[src/rtl/sarbus_pkg.sv]
package sarbus_pkg;

    typedef enum logic [0:0] {
        ST_IDLE    = 1'b0,
        ST_CONVERT = 1'b1
    } conv_state_t;

    typedef enum logic [1:0] {
        MODE_RSVD_LO   = 2'b00,
        MODE_IMMEDIATE = 2'b01,
        MODE_DEFERRED  = 2'b10,
        MODE_RSVD_HI   = 2'b11
    } mode_code_t;

    // Only the deferred code changes latency; every other code acts as immediate
    function automatic logic mode_is_deferred(input logic [1:0] code);
        return code == MODE_DEFERRED;
    endfunction

endpackage

[src/rtl/sarbus_edge_sync.sv]
module sarbus_edge_sync #(
    parameter int   STAGES     = 2,
    parameter logic IDLE_LEVEL = 1'b1
) (
    input  logic clk,
    input  logic rst_n,
    input  logic din,
    output logic fall
);
    localparam int LAST = STAGES;

    logic [LAST:0] chain_q;

    always_ff @(posedge clk or negedge rst_n) begin
        if (!rst_n) begin
            chain_q <= {(LAST + 1){IDLE_LEVEL}};
        end else begin
            chain_q <= {chain_q[LAST-1:0], din};
        end
    end

    // Synchronised level is chain_q[LAST-1]; chain_q[LAST] is its previous value
    assign fall = chain_q[LAST] & ~chain_q[LAST-1];

endmodule

[src/rtl/sarbus_core_stub.sv]
module sarbus_core_stub #(
    parameter int DATA_W      = 15,
    parameter int CONV_CYCLES = 12
) (
    input  logic              clk,
    input  logic              rst_n,
    input  logic              start,
    input  logic [DATA_W-1:0] sample_in,
    output logic [DATA_W-1:0] result,
    output logic              done
);
    localparam int CNT_W = $clog2(CONV_CYCLES + 1);

    logic [CNT_W-1:0]  remain_q;
    logic [DATA_W-1:0] held_q;

    always_ff @(posedge clk or negedge rst_n) begin
        if (!rst_n) begin
            remain_q <= '0;
            held_q   <= '0;
        end else if (start) begin
            remain_q <= CNT_W'(CONV_CYCLES);
            held_q   <= sample_in;
        end else if (remain_q != '0) begin
            remain_q <= remain_q - CNT_W'(1);
        end
    end

    assign done   = (remain_q == CNT_W'(1));
    assign result = held_q;

endmodule

[src/rtl/sar_bus_ctrl.sv]
module sar_bus_ctrl
    import sarbus_pkg::*;
#(
    parameter int DATA_W      = 15,
    parameter int CONV_CYCLES = 12,
    parameter int SYNC_STAGES = 2
) (
    input  logic              clk,
    input  logic              rst_n,
    input  logic              cnv_start_n,
    input  logic [1:0]        mode_sel,
    input  logic              cs_n,
    input  logic              rd_n,
    input  logic              wr_strobe,
    input  logic [DATA_W-1:0] bus_in,
    input  logic [DATA_W-1:0] ana_sample,
    output logic              busy_n,
    output logic [DATA_W-1:0] dbus_out,
    output logic              dbus_oe,
    output logic [DATA_W-1:0] offset_q,
    output logic              overlap_err
);

    logic              start_fall;
    logic              wr_fall;
    logic              core_done;
    logic [DATA_W-1:0] core_result;

    conv_state_t       state_q, state_d;
    logic              busy_n_q;
    logic              err_q;
    logic [DATA_W-1:0] data_q;
    logic [DATA_W-1:0] pend_q;
    logic [DATA_W-1:0] ofs_q;

    logic              accept_start;
    logic              finish_conv;
    logic              stray_start;
    logic              defer_mode;

    sarbus_edge_sync #(
        .STAGES     (SYNC_STAGES),
        .IDLE_LEVEL (1'b1)
    ) u_start_sync (
        .clk   (clk),
        .rst_n (rst_n),
        .din   (cnv_start_n),
        .fall  (start_fall)
    );

    sarbus_edge_sync #(
        .STAGES     (SYNC_STAGES),
        .IDLE_LEVEL (1'b0)
    ) u_wr_sync (
        .clk   (clk),
        .rst_n (rst_n),
        .din   (wr_strobe),
        .fall  (wr_fall)
    );

    sarbus_core_stub #(
        .DATA_W      (DATA_W),
        .CONV_CYCLES (CONV_CYCLES)
    ) u_core (
        .clk       (clk),
        .rst_n     (rst_n),
        .start     (accept_start),
        .sample_in (ana_sample),
        .result    (core_result),
        .done      (core_done)
    );

    assign defer_mode   = mode_is_deferred(mode_sel);
    assign accept_start = (state_q == ST_IDLE)    && start_fall;
    assign finish_conv  = (state_q == ST_CONVERT) && core_done;
    assign stray_start  = (state_q == ST_CONVERT) && start_fall;

    // State register
    always_ff @(posedge clk or negedge rst_n) begin
        if (!rst_n) begin
            state_q <= ST_IDLE;
        end else begin
            state_q <= state_d;
        end
    end

    // Transitions: accept (IDLE->CONVERT), finish (CONVERT->IDLE)
    always_comb begin
        state_d = state_q;
        unique case (state_q)
            ST_IDLE:    if (start_fall) state_d = ST_CONVERT;
            ST_CONVERT: if (core_done)  state_d = ST_IDLE;
            default:    state_d = ST_IDLE;
        endcase
    end

    // Registered outputs and result registers
    always_ff @(posedge clk or negedge rst_n) begin
        if (!rst_n) begin
            busy_n_q <= 1'b1;
            err_q    <= 1'b0;
            data_q   <= '0;
            pend_q   <= '0;
        end else begin
            if (accept_start) begin
                busy_n_q <= 1'b0;
                if (defer_mode) begin
                    data_q <= pend_q;
                end
            end
            if (finish_conv) begin
                busy_n_q <= 1'b1;
                pend_q   <= core_result;
                if (!defer_mode) begin
                    data_q <= core_result;
                end
            end
            if (stray_start) begin
                err_q <= 1'b1;
            end
        end
    end

    // Offset register write path
    always_ff @(posedge clk or negedge rst_n) begin
        if (!rst_n) begin
            ofs_q <= '0;
        end else if (wr_fall && !cs_n) begin
            ofs_q <= bus_in;
        end
    end

    assign busy_n      = busy_n_q;
    assign overlap_err = err_q;
    assign offset_q    = ofs_q;
    assign dbus_oe     = ~cs_n & ~rd_n;
    assign dbus_out    = dbus_oe ? data_q : '0;

endmodule

[config.mk]
export PLATFORM = sky130hd
export DESIGN_NAME = sar_bus_ctrl
export DESIGN_NICKNAME = d
export VERILOG_FILES = /design/src/rtl/sarbus_pkg.sv /design/src/rtl/sarbus_edge_sync.sv /design/src/rtl/sarbus_core_stub.sv /design/src/rtl/sar_bus_ctrl.sv
export SDC_FILE = /design/constraint.sdc
export NUM_CORES = 1
export LEC_CHECK = 0
export BUFFER_PORTS_ARGS = -buffer_cell sky130_fd_sc_hd__clkbuf_2
export CAP_MARGIN = 20
export CORE_ASPECT_RATIO = 0.6
export CORE_UTILIZATION = 53
export CTS_CLUSTER_SIZE = 28
export DETAILED_ROUTE_END_ITERATION = 10
export GPL_TIMING_DRIVEN = 0
export PLACE_DENSITY = 0.77
export SLEW_MARGIN = 20
export SYNTH_ARGS = -nofsm -noshare
export SYNTH_HDL_FRONTEND = slang
export SYNTH_SLANG_ARGS = --single-unit
export TNS_END_PERCENT = 20
[constraint.sdc]
create_clock -name clk -period 2.3 [get_ports clk]
set_input_delay 0.46 -clock clk [delete_from_list [all_inputs] [get_ports clk]]
set_output_delay 0.46 -clock clk [all_outputs]
set_load 0.01 [all_outputs]
# --- Word-level counts from Yosys, hierarchy flattened ---
# Cells that the tools add are included.
word_totals:
  ff_bits: 73
  inputBits: 38
  out_inout_bits: 33
  word_cells: 41
classes:
  n_addsub: 1
  eq_ne: 2
  muxes: 12
  bitwise_logic: 8
  reduce_logical: 8
op_table:
  columns: ["cell", "count"]
  rows:
  - ["$mux W15", 5]
  - ["$mux W4", 2]
  - ["$not A1 Y1", 5]
  - ["$eq A4 B1 Y1 const B", 1]
  - ["$logic_and A1 B1 Y1", 4]
  - ["$mux W1", 4]
  - ["$reduce_bool A2 Y1", 2]
  - ["$reduce_bool A4 Y1", 1]
  - ["$sub A4 B1 Y4 const B", 1]
  - ["$and A1 B1 Y1", 3]
  - ["$eq A2 B2 Y1 const B", 1]
  - ["$pmux W1 S2", 1]
  - ["$logic_not A1 Y1", 1]

# --- Logic depth before layout (Yosys ltp) ---
# Gate-level depths: netlist (run 1).
logic_depth:
  word_depth: 6
  ltp_mapped: 7
  depth_no_buf: 5

# --- By module ---
# Synthesis (run 1) repeated with hierarchy kept, for this count alone.
unflattened:
  cells_unflattened: 207
  hier_area_um2: 3176.8
by_module_without_submodules:
  columns: ["module", "instances", "cells_per_inst", "area_each_um2"]
  rows:
  - ["sar_bus_ctrl", 1, 143, 2182.1]
  - ["sarbus_core_stub", 1, 56, 813.3]
  - ["sarbus_edge_sync (u_start_sync)", 1, 4, 92.6]
  - ["sarbus_edge_sync (u_wr_sync)", 1, 4, 88.8]

# --- Least setup slack after synthesis (run 1) ---
# No wires, ideal clock.
synth_timing:
  path_type: "reg-to-reg"
  startpoint: "register u_start_sync.chain_q[2]"
  endpoint: "register data_q[10]"
  setup_ns: 0.123
  arrival_time_ns: 1.517
  setup_slack_ns: 0.660
  stages_incl_launch_ff: 6
  n_path_buf: 2
  cell_sequence: "dfstp_2 > or3b_1 > buf_6 > buf_6 > or3_1 > o221a_2"
synth_between:
  elab_chain_len: 5
synth_lines:
  columns: ["item", "line", "text"]
  rows:
  - ["start: declaration", "sarbus_edge_sync.sv:12", "logic [LAST:0] chain_q;"]
  - ["start signal: assignment", "sarbus_edge_sync.sv:16", "chain_q <= {(LAST + 1){IDLE_LEVEL}};"]
  - ["start signal: assignment", "sarbus_edge_sync.sv:18", "chain_q <= {chain_q[LAST-1:0], din};"]
  - ["$and A1 B1 Y1 *", "sarbus_edge_sync.sv:23", "assign fall = chain_q[LAST] & ~chain_q[LAST-1];"]
  - ["$logic_and A1 B1 Y1 *", "sar_bus_ctrl.sv:74", "assign accept_start = (state_q == ST_IDLE) && start_fall;"]
  - ["$mux W15 *", "sar_bus_ctrl.sv:105", "if (accept_start) begin"]
  - ["$mux W15", "sar_bus_ctrl.sv:114", "if (!defer_mode) begin"]
  - ["$mux W15 *", "sar_bus_ctrl.sv:111", "if (finish_conv) begin"]
  - ["end signal: assignment", "sar_bus_ctrl.sv:108", "data_q <= pend_q;"]
  - ["end signal: assignment", "sar_bus_ctrl.sv:115", "data_q <= core_result;"]
  - ["end: declaration", "sar_bus_ctrl.sv:32", "logic [DATA_W-1:0] data_q;"]
# Mark *: on every way between the ends. The rest lies on a longest branch, timed or not.
# A chain may end at the register's enable or synchronous reset.

# --- Worst setup path in the final report (run 1) ---
layout_timing:
  startpoint: "register u_core.remain_q[1]"
  endpoint: "register data_q[9]"
layout_between:
  elab_chain_len: 3
layout_lines:
  columns: ["item", "line", "text"]
  rows:
  - ["start: declaration", "sarbus_core_stub.sv:14", "logic [CNT_W-1:0] remain_q;"]
  - ["start signal: assignment", "sarbus_core_stub.sv:22", "remain_q <= CNT_W'(CONV_CYCLES);"]
  - ["start signal: assignment", "sarbus_core_stub.sv:25", "remain_q <= remain_q - CNT_W'(1);"]
  - ["$eq A4 B1 Y1", "sarbus_core_stub.sv:29", "assign done = (remain_q == CNT_W'(1));"]
  - ["$logic_and A1 B1 Y1", "sar_bus_ctrl.sv:75", "assign finish_conv = (state_q == ST_CONVERT) && core_done;"]
  - ["$mux W15", "sar_bus_ctrl.sv:111", null]
# No other way between the ends.

==> results of run 1 <==
==> area by class of cell <==
class | count | share of cell area, %
flip-flops and latches | 73 | 49.0
multi-input cells | 150 | 29.1
repair buffers | 71 | 9.97
clock buffers | 11 | 3.78
clock inverters | 5 | 2.74
well taps | 77 | 2.58
plain buffers | 14 | 2.54
inverters | 3 | 0.301
==> worst paths after layout <==
path	depth (start not counted)	slack, ps	end
setup / recovery	7	340	data_q[9]
hold / removal	1	70	data_q[7]
setup reg to reg	7	340	data_q[9]
hold reg to reg	0	350	u_wr_sync.chain_q[1]
max in group asynchronous	2	1610	busy_n
min in group clk	1	190	u_start_sync.chain_q[0]
==> power by group through the flow <==
stage | clock network (uW) | logic (uW) | registers [uW]
final | 1210 | 1110 | 2110
after global routing | 1280 | 1230 | 2170
after CTS | 1230 | 1130 | 2100
after detailed placement | 0 | 1120 | 2120
after global placement | 0 | 1050 | 2100
after floorplan | 0 | 782 | 2040
==> through the flow <==
stage,hold WS [ps],setup slack (ps),std cells
after CTS,66.9,314,404
after global placement,333,206,387
after floorplan,164,660,240
final,73.7,335,404
after global routing,94.1,193,404
after detailed placement,341,336,388
==> flip-flops by register name (all words and copies together) (netlist names) <==
register and cells:
pend_q 15, overlap_err 1, offset_q 15, data_q 15, busy_n 1, state_q 1, u_start_sync.chain_q 3, u_core.remain_q 4
u_core.result 15, u_wr_sync.chain_q 3
==> cells by family (layout without fill, tap and decap cells) <==
group	after synthesis	count (layout)	synth area share, %
simple gates	95	95	15.8
buf+inv	17	104	3.51
compound gates	20	20	6.78
fa+ha+maj	3	3	1.24
mux	31	31	11.9
xor+xnor	1	1	0.289
flops	73	73	60.5
==> worst max-delay path: stages, from the launching register on <==
cell	delay (ps)
dfrtp_1	380
inv_1	90
ha_1	200
and4bb_1	210
buf_6	140
nand2_1	190
clkbuf_1	430
o221a_2	270
==> layer usage <==
layer / share of wire (%) / GRT usage (%)
met5: 0 / 0
met4: 1.3 / 9.66
met3: 5.0 / 7.72
met2: 47 / 36.6
met1: 47 / 28.5
==> layout by cell type (no fill, tap or decap), types with 4 or more instances in the layout <==
cell | netlist | final
clkbuf_1 | 4 | 5
o221a_2 | 15 | 15
buf_6 | 5 | 5
dfrtp_1 | 69 | 69
mux2_1 | 5 | 5
and2_1 | 15 | 15
dfstp_2 | 4 | 4
clkbuf_8 | 0 | 10
or3_1 | 15 | 15
nand2_1 | 47 | 47
nor2_1 | 8 | 8
clkbuf_2 | 1 | 70
mux2_2 | 25 | 25
==> reports/metrics.cfg, run 1 <==
[outcome]
outcome=finished clean

[cells_and_area]
final_nets=363
finalInstanceArea_sq_um=3740
drive_gt1_share_pct=43.4
syn_to_final_growth_pct=23.6
diodes=0
multi_input_area_sq_um=1090
post-route-util_pct=70.9
seq_area_sq_um=1830
fillCellCount=401

[power_and_ir_drop]
finalPower_uw=4430
pwr_density_cell_nw_per_um2=1180
intPower_uw=3120
swShare_pct=29.5
ir_drop_v=0.000549
p_clk_share_pct=27.3
p_switching_uw=1310
combPwrFrac_pct=25.1
seqPwrFrac_pct=47.6
leakagePower_uw=0.00177

[critical_path]
r2r_start=u_core.remain_q[1]
end_kind=flop
path_max_fanout=10
startpoint_type=flop
crit_type=reg -> reg
startpoint=u_core.remain_q[1]
arrival_ps=2260
required_ps=2590

[route]
ant_nets=0
via_count=2116
drc=0
via_per_inst=5.24
drt_wl_total_microns=6120
dr.pass1.iters=4
wl_per_cell_microns=15.1
drt_iter0_markers=122

[sta]
setup_viol=0
min_period_ps=1960
fmax_mhz=509
finalSetupTns_ps=0
slew_viol_final=0
fin_crit_sh_pct=85.4
slew_headroom_pct=66.8
finalHoldViolations=0
tightest_slew_ps=497
fin_skew_ps=9.42
rsz0062_at_grt=false

[logic_synthesis]
synth_edf_count=0
ys_top_cells_by_count=69 x dfrtp_1, 47 x nand2_1, 25 x mux2_2
synth.most_common_cell=dfrtp_1
postSynthCellCount=240
post-synth-top-area-cell=dfrtp_1
yosys_warnings=0
synth_ff_type=dfrtp_1
post_synth.cell_area_avg_sq_um=12.6
ys_top_cells_by_area=dfrtp_1 57%, mux2_2 9.3%, nand2_1 5.8%, o221a_2 5.6%, dfstp_2 3.5%
async_flop_share_pct=100
synth_top_cell_area_share_pct=57.0
synth_seq_cells=73
yosysSeqAreaShare_pct=60.5
yosys.cell_types.count=31
netlist_area_sq_um=3030
synth_nets=281

[place]
io_buffers=70
dp_hpwl_microns=4270
post_dp_cell_area_sq_um=3500
gp_congestion=0.732

[cts]
cts_buffers=9
ctsResizeCount=0
cts.sinks=73
clk_pin_slew_worst_paths_ps=80
clock_latency_ps=350
post_cts_buffers=0
htree_num_levels=3
hold_buffers=0
clk_path_buf_depth=2
tritoncts=yes
cts_root_buf=clkbuf_8

[floorplanning]
rows=20
die_area_sq_um=6030
chipWidth_microns=99.6
start_util_pct=57.3
core_area_sq_um=5280
io_pins=71
die_h_microns=60.5

[grt]
grt_use_total_pct=22.6
grt_pass1_vias=2013
grt_max_degree=44
antenna_found_initial=0
grt_overflow_total=0
grt_first_pass_wirelength_microns=9810

[job]
cap_viol_max_count=0

[worst_hold_path]
hp-class=in -> async

Power figures use the tool's default switching activity.
==> run 2, diff against run 1 <==
- CORE_UTILIZATION: 53 -> 35
- PLACE_DENSITY: 0.77 -> 0.54
==> run 2 against run 1 <==
Against the previous run: cell area up 2.8%; non-clock buffer count unchanged; combinational power about the same; largest power group unchanged; highest routed layer unchanged.
==> reports/metrics.cfg, run 2 (same netlist as run 1, synthesis figures left out) <==
[outcome]
outcome=finished clean

[place]
io_buffers=70  ; unchanged
post_dp_cell_area_sq_um=3540  ; +1.1%
dp_cells=419  ; +8.0%
gp_congestion=0.720  ; -1.7%
dp_hpwl_microns=4440  ; +3.9%

[critical_path]
startpoint_type=input pin
path_max_fanout=10  ; unchanged
end_kind=output port
critPathTopFamily=buffers and inverters
crit_path_frequent_cell=clkbuf_2
crit_type=in -> out
path_cells=clkbuf_2 > nor2_1 > clkbuf_2 > and2_1 > clkbuf_2
startpoint=cs_n
r2r_start=u_core.remain_q[0]
cpPeakStageDelay_ps=380  ; -50 ps
reg2regPathDepth=6  ; -1
path_buf_inv=3  ; unchanged
crit_slowest_cell=nor2_1
arrival_ps=1580  ; -680 ps
rrSetupSlack_ps=330  ; about the same
cp.depth=5  ; -2
required_ps=1840  ; -750 ps
r2r_end=data_q[6]
critPathCapture=dbus_out[7]

[grt]
grt_max_degree=40  ; -9.1%
grt_first_pass_wirelength_microns=10500  ; +6.9%
antenna_found_initial=0  ; unchanged
grt_use_total_pct=16.0  ; -6.6 points
grt_overflow_total=0  ; unchanged
grt_pass1_vias=1966  ; -2.3%

[sta]
fin_skew_ps=6.33  ; -3.09 ps
tightest_slew_ps=522  ; +24.6 ps
rsz0062_at_grt=false
fmax_mhz=491  ; -3.5%
finalSetupTns_ps=0  ; unchanged
finalHoldViolations=0  ; unchanged
fin_crit_sh_pct=88.6  ; +3.1 points
slew_viol_final=0  ; unchanged
fin_hold_ws_ps=119  ; +45.6 ps
min_period_ps=2040  ; +72.0 ps
slew_headroom_pct=65.2  ; -1.6 points
setup_viol=0  ; unchanged

[floorplanning]
rows=25  ; +25%
die_area_sq_um=9040  ; +50%
core_area_sq_um=8130  ; +54%
start_util_pct=37.2  ; -20 points
io_pins=71  ; unchanged
chipWidth_microns=122  ; +23%
die_h_microns=74.0  ; +22%

[cells_and_area]
drive_gt1_share_pct=43.4  ; unchanged
layout_commonest_cell=clkbuf_2
diodes=0  ; unchanged
layout.cells.non_filler=435  ; +7.7%
syn_to_final_growth_pct=27.0
finalInstanceArea_sq_um=3850  ; +2.8%
final_nets=363  ; unchanged
mostFrequentLayoutCells=71 x clkbuf_2, 69 x dfrtp_1, 47 x nand2_1

[cts]
post_cts_buffers=0  ; unchanged
tritoncts=yes
cts_buffers=9  ; unchanged
htree_num_levels=3  ; unchanged
clk_pin_slew_worst_paths_ps=50  ; -30 ps
clk_path_buf_depth=2  ; unchanged
clock_latency_ps=330  ; -20 ps
cts.sinks=73  ; unchanged
cts_root_buf=clkbuf_16

[route]
wl_per_cell_microns=14.6  ; -3.3%
via_per_inst=4.75  ; -9.3%
drc=0  ; unchanged
dr.pass1.iters=4  ; unchanged
via_count=2066  ; -2.4%
drt_iter0_markers=116  ; -4.9%
ant_nets=0  ; unchanged
drt_wl_total_microns=6370  ; +4.1%

[power_and_ir_drop]
ir_drop_v=0.000474  ; -14%
pwr_density_cell_nw_per_um2=1200  ; +1.3%
leakagePower_uw=0.00181  ; +2.1%

[job]
cap_viol_max_count=0  ; unchanged

[worst_hold_path]
hp-class=in -> async

-- run 2: metal layers --
metal | vias to the layer above | track usage, % | routed length (microns)
met5 | - | 0 | 0
met1 | 1003 | 23.9 | 3320
met4 | 0 | 5.69 | 72
met3 | 8 | 6.29 | 421
li1 | 992 | - | -
met2 | 63 | 20.4 | 2560
-- run 2: worst min path at each step --
stage                         start  cells after the start                    to
3_5_place_dp   u_wr_sync.chain_q[0]                      0  u_wr_sync.chain_q[1]
4_1_cts                       rst_n                      1      u_core.result[0]
5_1_grt                       rst_n                      1             data_q[2]
3_3_place_gp   u_wr_sync.chain_q[0]                      0  u_wr_sync.chain_q[1]
2_1_floorplan                 rst_n                      0             data_q[0]
6_report                      rst_n                      1      u_core.result[0]
-- run 2: through the flow --
stage | worst slack, ps | util [%] | power, uW
after CTS | 91.9 | 47.3 | 4680
after global routing | 160 | 47.3 | 4910
final | 263 | 47.3 | 4610
after floorplan | 660 | - | 2820
after detailed placement | 101 | 43.5 | 3220
after global placement | 72.0 | 43.2 | 3180
-- run 2: timing repair --
| action | CTS | global route |
|---|---|---|
| hold buffers | 0 | 0 |
| resized for setup | 0 | 2 |
| setup endpoints to repair | 0 | 2 |
-- run 2: power by group --
group	switching [uW]	internal (uW)	total (uW)	leakage (uW)
combinational	496	594	1090	0.000809
clock	498	927	1420	0.000153
sequential	313	1780	2100	0.000849
total	1310	3300	4610	0.00181
-- run 2: final cells by class --
type	instances	area, sq um
clock inverter	2	35.0
sequential	73	1830
tap	108	135
inverter	3	11.3
clock buffer	14	274
multi-input combinational	150	1090
fill	784	4290
timing repair buffer	71	373
buffer	14	96.3
==> run 3, diff against run 2 <==
- RECOVER_POWER: unset -> 50
==> run 3 against run 2 <==
Against the previous run: the run now ends with capacitance limit, slew limit left; routed wire length rose by 0.11%; critical path depth did not move; sequential cell count did not move; sequential share of layout area rose by 0.14 points; maximum frequency barely moved; clock skew barely moved; die area did not move; final cell count did not move; non-clock buffer count did not move; largest power group unchanged.
==> reports/metrics.cfg, run 3 (same netlist as run 1, synthesis figures left out) <==
[place]
dp_hpwl_microns=4440  ; unchanged
dp_slack_ps=101  ; unchanged
gp_congestion=0.720  ; unchanged
post_dp_cell_area_sq_um=3540  ; unchanged
io_buffers=70  ; unchanged

[cts]
htree_num_levels=3  ; unchanged
clock_latency_ps=330  ; about the same
cts_root_buf=clkbuf_16
hold_buffers=0  ; unchanged
clk_pin_slew_worst_paths_ps=50  ; about the same
ctsResizeCount=0  ; unchanged
tritoncts=yes
post_cts_buffers=0  ; unchanged
cts.sinks=73  ; unchanged
cts_buffers=9  ; unchanged
clk_path_buf_depth=2  ; unchanged

[critical_path]
arrival_ps=1580  ; about the same
cpPeakStageDelay_ps=380  ; about the same
rrSetupSlack_ps=330  ; about the same
path_buf_inv=3  ; unchanged
path_max_fanout=10  ; unchanged
startpoint_type=input pin
required_ps=1840  ; about the same
critPathTopFamily=buffers and inverters
reg2regPathDepth=6  ; unchanged
crit_type=in -> out
r2r_start=u_core.remain_q[0]
r2r_end=data_q[6]
end_kind=output port
path_cells=clkbuf_2 > nor2_1 > clkbuf_2 > and2_1 > clkbuf_2
crit_slowest_cell=nor2_1
crit_path_frequent_cell=clkbuf_2

[sta]
setup_viol=0  ; unchanged
min_period_ps=2040  ; -1.47 ps
slew_viol_final=35  ; +35
setup_slack_ps=264  ; +1.48 ps
tightest_slew_ps=1940  ; +1420 ps
finalHoldViolations=0  ; unchanged
fin_skew_ps=6.32  ; -0.00605 ps
fmax_mhz=491  ; about the same
finalSetupTns_ps=0  ; unchanged
fin_crit_sh_pct=88.5  ; about the same
fin_hold_ws_ps=207  ; +88.0 ps
rsz0062_at_grt=false
slew_headroom_pct=-29.2  ; -94 points

[route]
drc=0  ; unchanged
via_count=2067  ; +0.048%
dr.pass1.iters=4  ; unchanged
ant_nets=0  ; unchanged
wl_per_cell_microns=14.7  ; +0.11%
drt_iter0_markers=118  ; +1.7%
drt_wl_total_microns=6370  ; +0.11%
via_per_inst=4.75  ; about the same

[job]
cap_viol_max_count=1  ; +1

[floorplanning]
start_util_pct=37.2  ; unchanged
rows=25  ; unchanged
die_h_microns=74.0  ; unchanged
core_area_sq_um=8130  ; unchanged
chipWidth_microns=122  ; unchanged
die_area_sq_um=9040  ; unchanged
io_pins=71  ; unchanged

[power_and_ir_drop]
seqPwrFrac_pct=45.5  ; about the same
p_switching_uw=1310  ; +0.14%
p_clk_share_pct=31.0  ; about the same
intPower_uw=3300  ; -0.18%
ir_drop_v=0.000473  ; -0.19%
leakagePower_uw=0.00179  ; -1.2%
swShare_pct=28.4  ; +0.065 points
combPwrFrac_pct=23.6  ; about the same
pwr_density_cell_nw_per_um2=1200  ; +0.21%

[grt]
grt_max_degree=40  ; unchanged
grt_pass1_vias=1966  ; unchanged
grt_first_pass_wirelength_microns=10500  ; unchanged
grt_overflow_total=0  ; unchanged
antenna_found_initial=0  ; unchanged
grt_use_total_pct=16.0  ; unchanged

[worst_hold_path]
min_from=cnv_start_n
hp-class=in -> reg
hold_depth=1
hold_end=u_start_sync.chain_q[0]

[cells_and_area]
fillCellCount=789  ; +0.64%
drive_gt1_share_pct=41.0  ; -2.4 points
post-route-util_pct=47.2  ; -0.14 points
final_nets=363  ; unchanged
finalInstanceArea_sq_um=3830  ; -0.29%
syn_to_final_growth_pct=26.7
layout_commonest_cell=dfrtp_1
mostFrequentLayoutCells=69 x dfrtp_1, 65 x clkbuf_2, 47 x nand2_1
diodes=0  ; unchanged

[outcome]
outcome=finished with violations
violations=capacitance limit, slew limit

-- run 3: area by class of cell --
class	instances	area [sq um]	area share, %
well taps	108	135	3.52
inverters	3	11.3	0.294
flip-flops and latches	73	1830	47.8
clock buffers	14	274	7.15
multi-input cells	150	1090	28.4
clock inverters	2	35.0	0.914
plain buffers	14	95.1	2.48
repair buffers	71	363	9.46
-- run 3: power by group through the flow --
stage / combinational [uW] / sequential (uW) / clock, uW
floorplan: 782 / 2040 / 0
global placement: 1080 / 2100 / 0
detailed placement: 1100 / 2110 / 0
CTS: 1110 / 2100 / 1470
global route: 1220 / 2160 / 1520
finish: 1090 / 2090 / 1430
-- run 3: how the worst max path moves through the flow --
stage	start	to	slack [ps]	depth (start not counted)
2_1_floorplan	u_start_sync.chain_q[2]	data_q[10]	660	5
3_3_place_gp	rst_n	u_core.result[6]	70	1
3_5_place_dp	cs_n	dbus_out[7]	100	5
4_1_cts	cs_n	dbus_out[7]	90	5
5_1_grt	rst_n	data_q[10]	90	1
6_report	cs_n	dbus_out[7]	260	5
-- run 3: metrics by stage --
step / cells / power (uW)
finish: 435 / 4610
global route: 435 / 4910
CTS: 435 / 4680
detailed placement: 419 / 3220
global placement: 418 / 3180
floorplan: 240 / 2820
-- run 3: routing by layer --
metal | share of wire, % | track usage, %
met1 | 52 | 23.9
met2 | 40 | 20.4
met3 | 6.5 | 6.29
met4 | 1.1 | 5.69
met5 | 0 | 0
-- run 3: worst register-to-register path, cell delays in order, from the launching register on --
cell and delay (ps):
dfrtp_1 420, ha_1 220, and4bb_1 210, buf_6 140, nand2_1 190, clkbuf_1 450, o221a_2 280
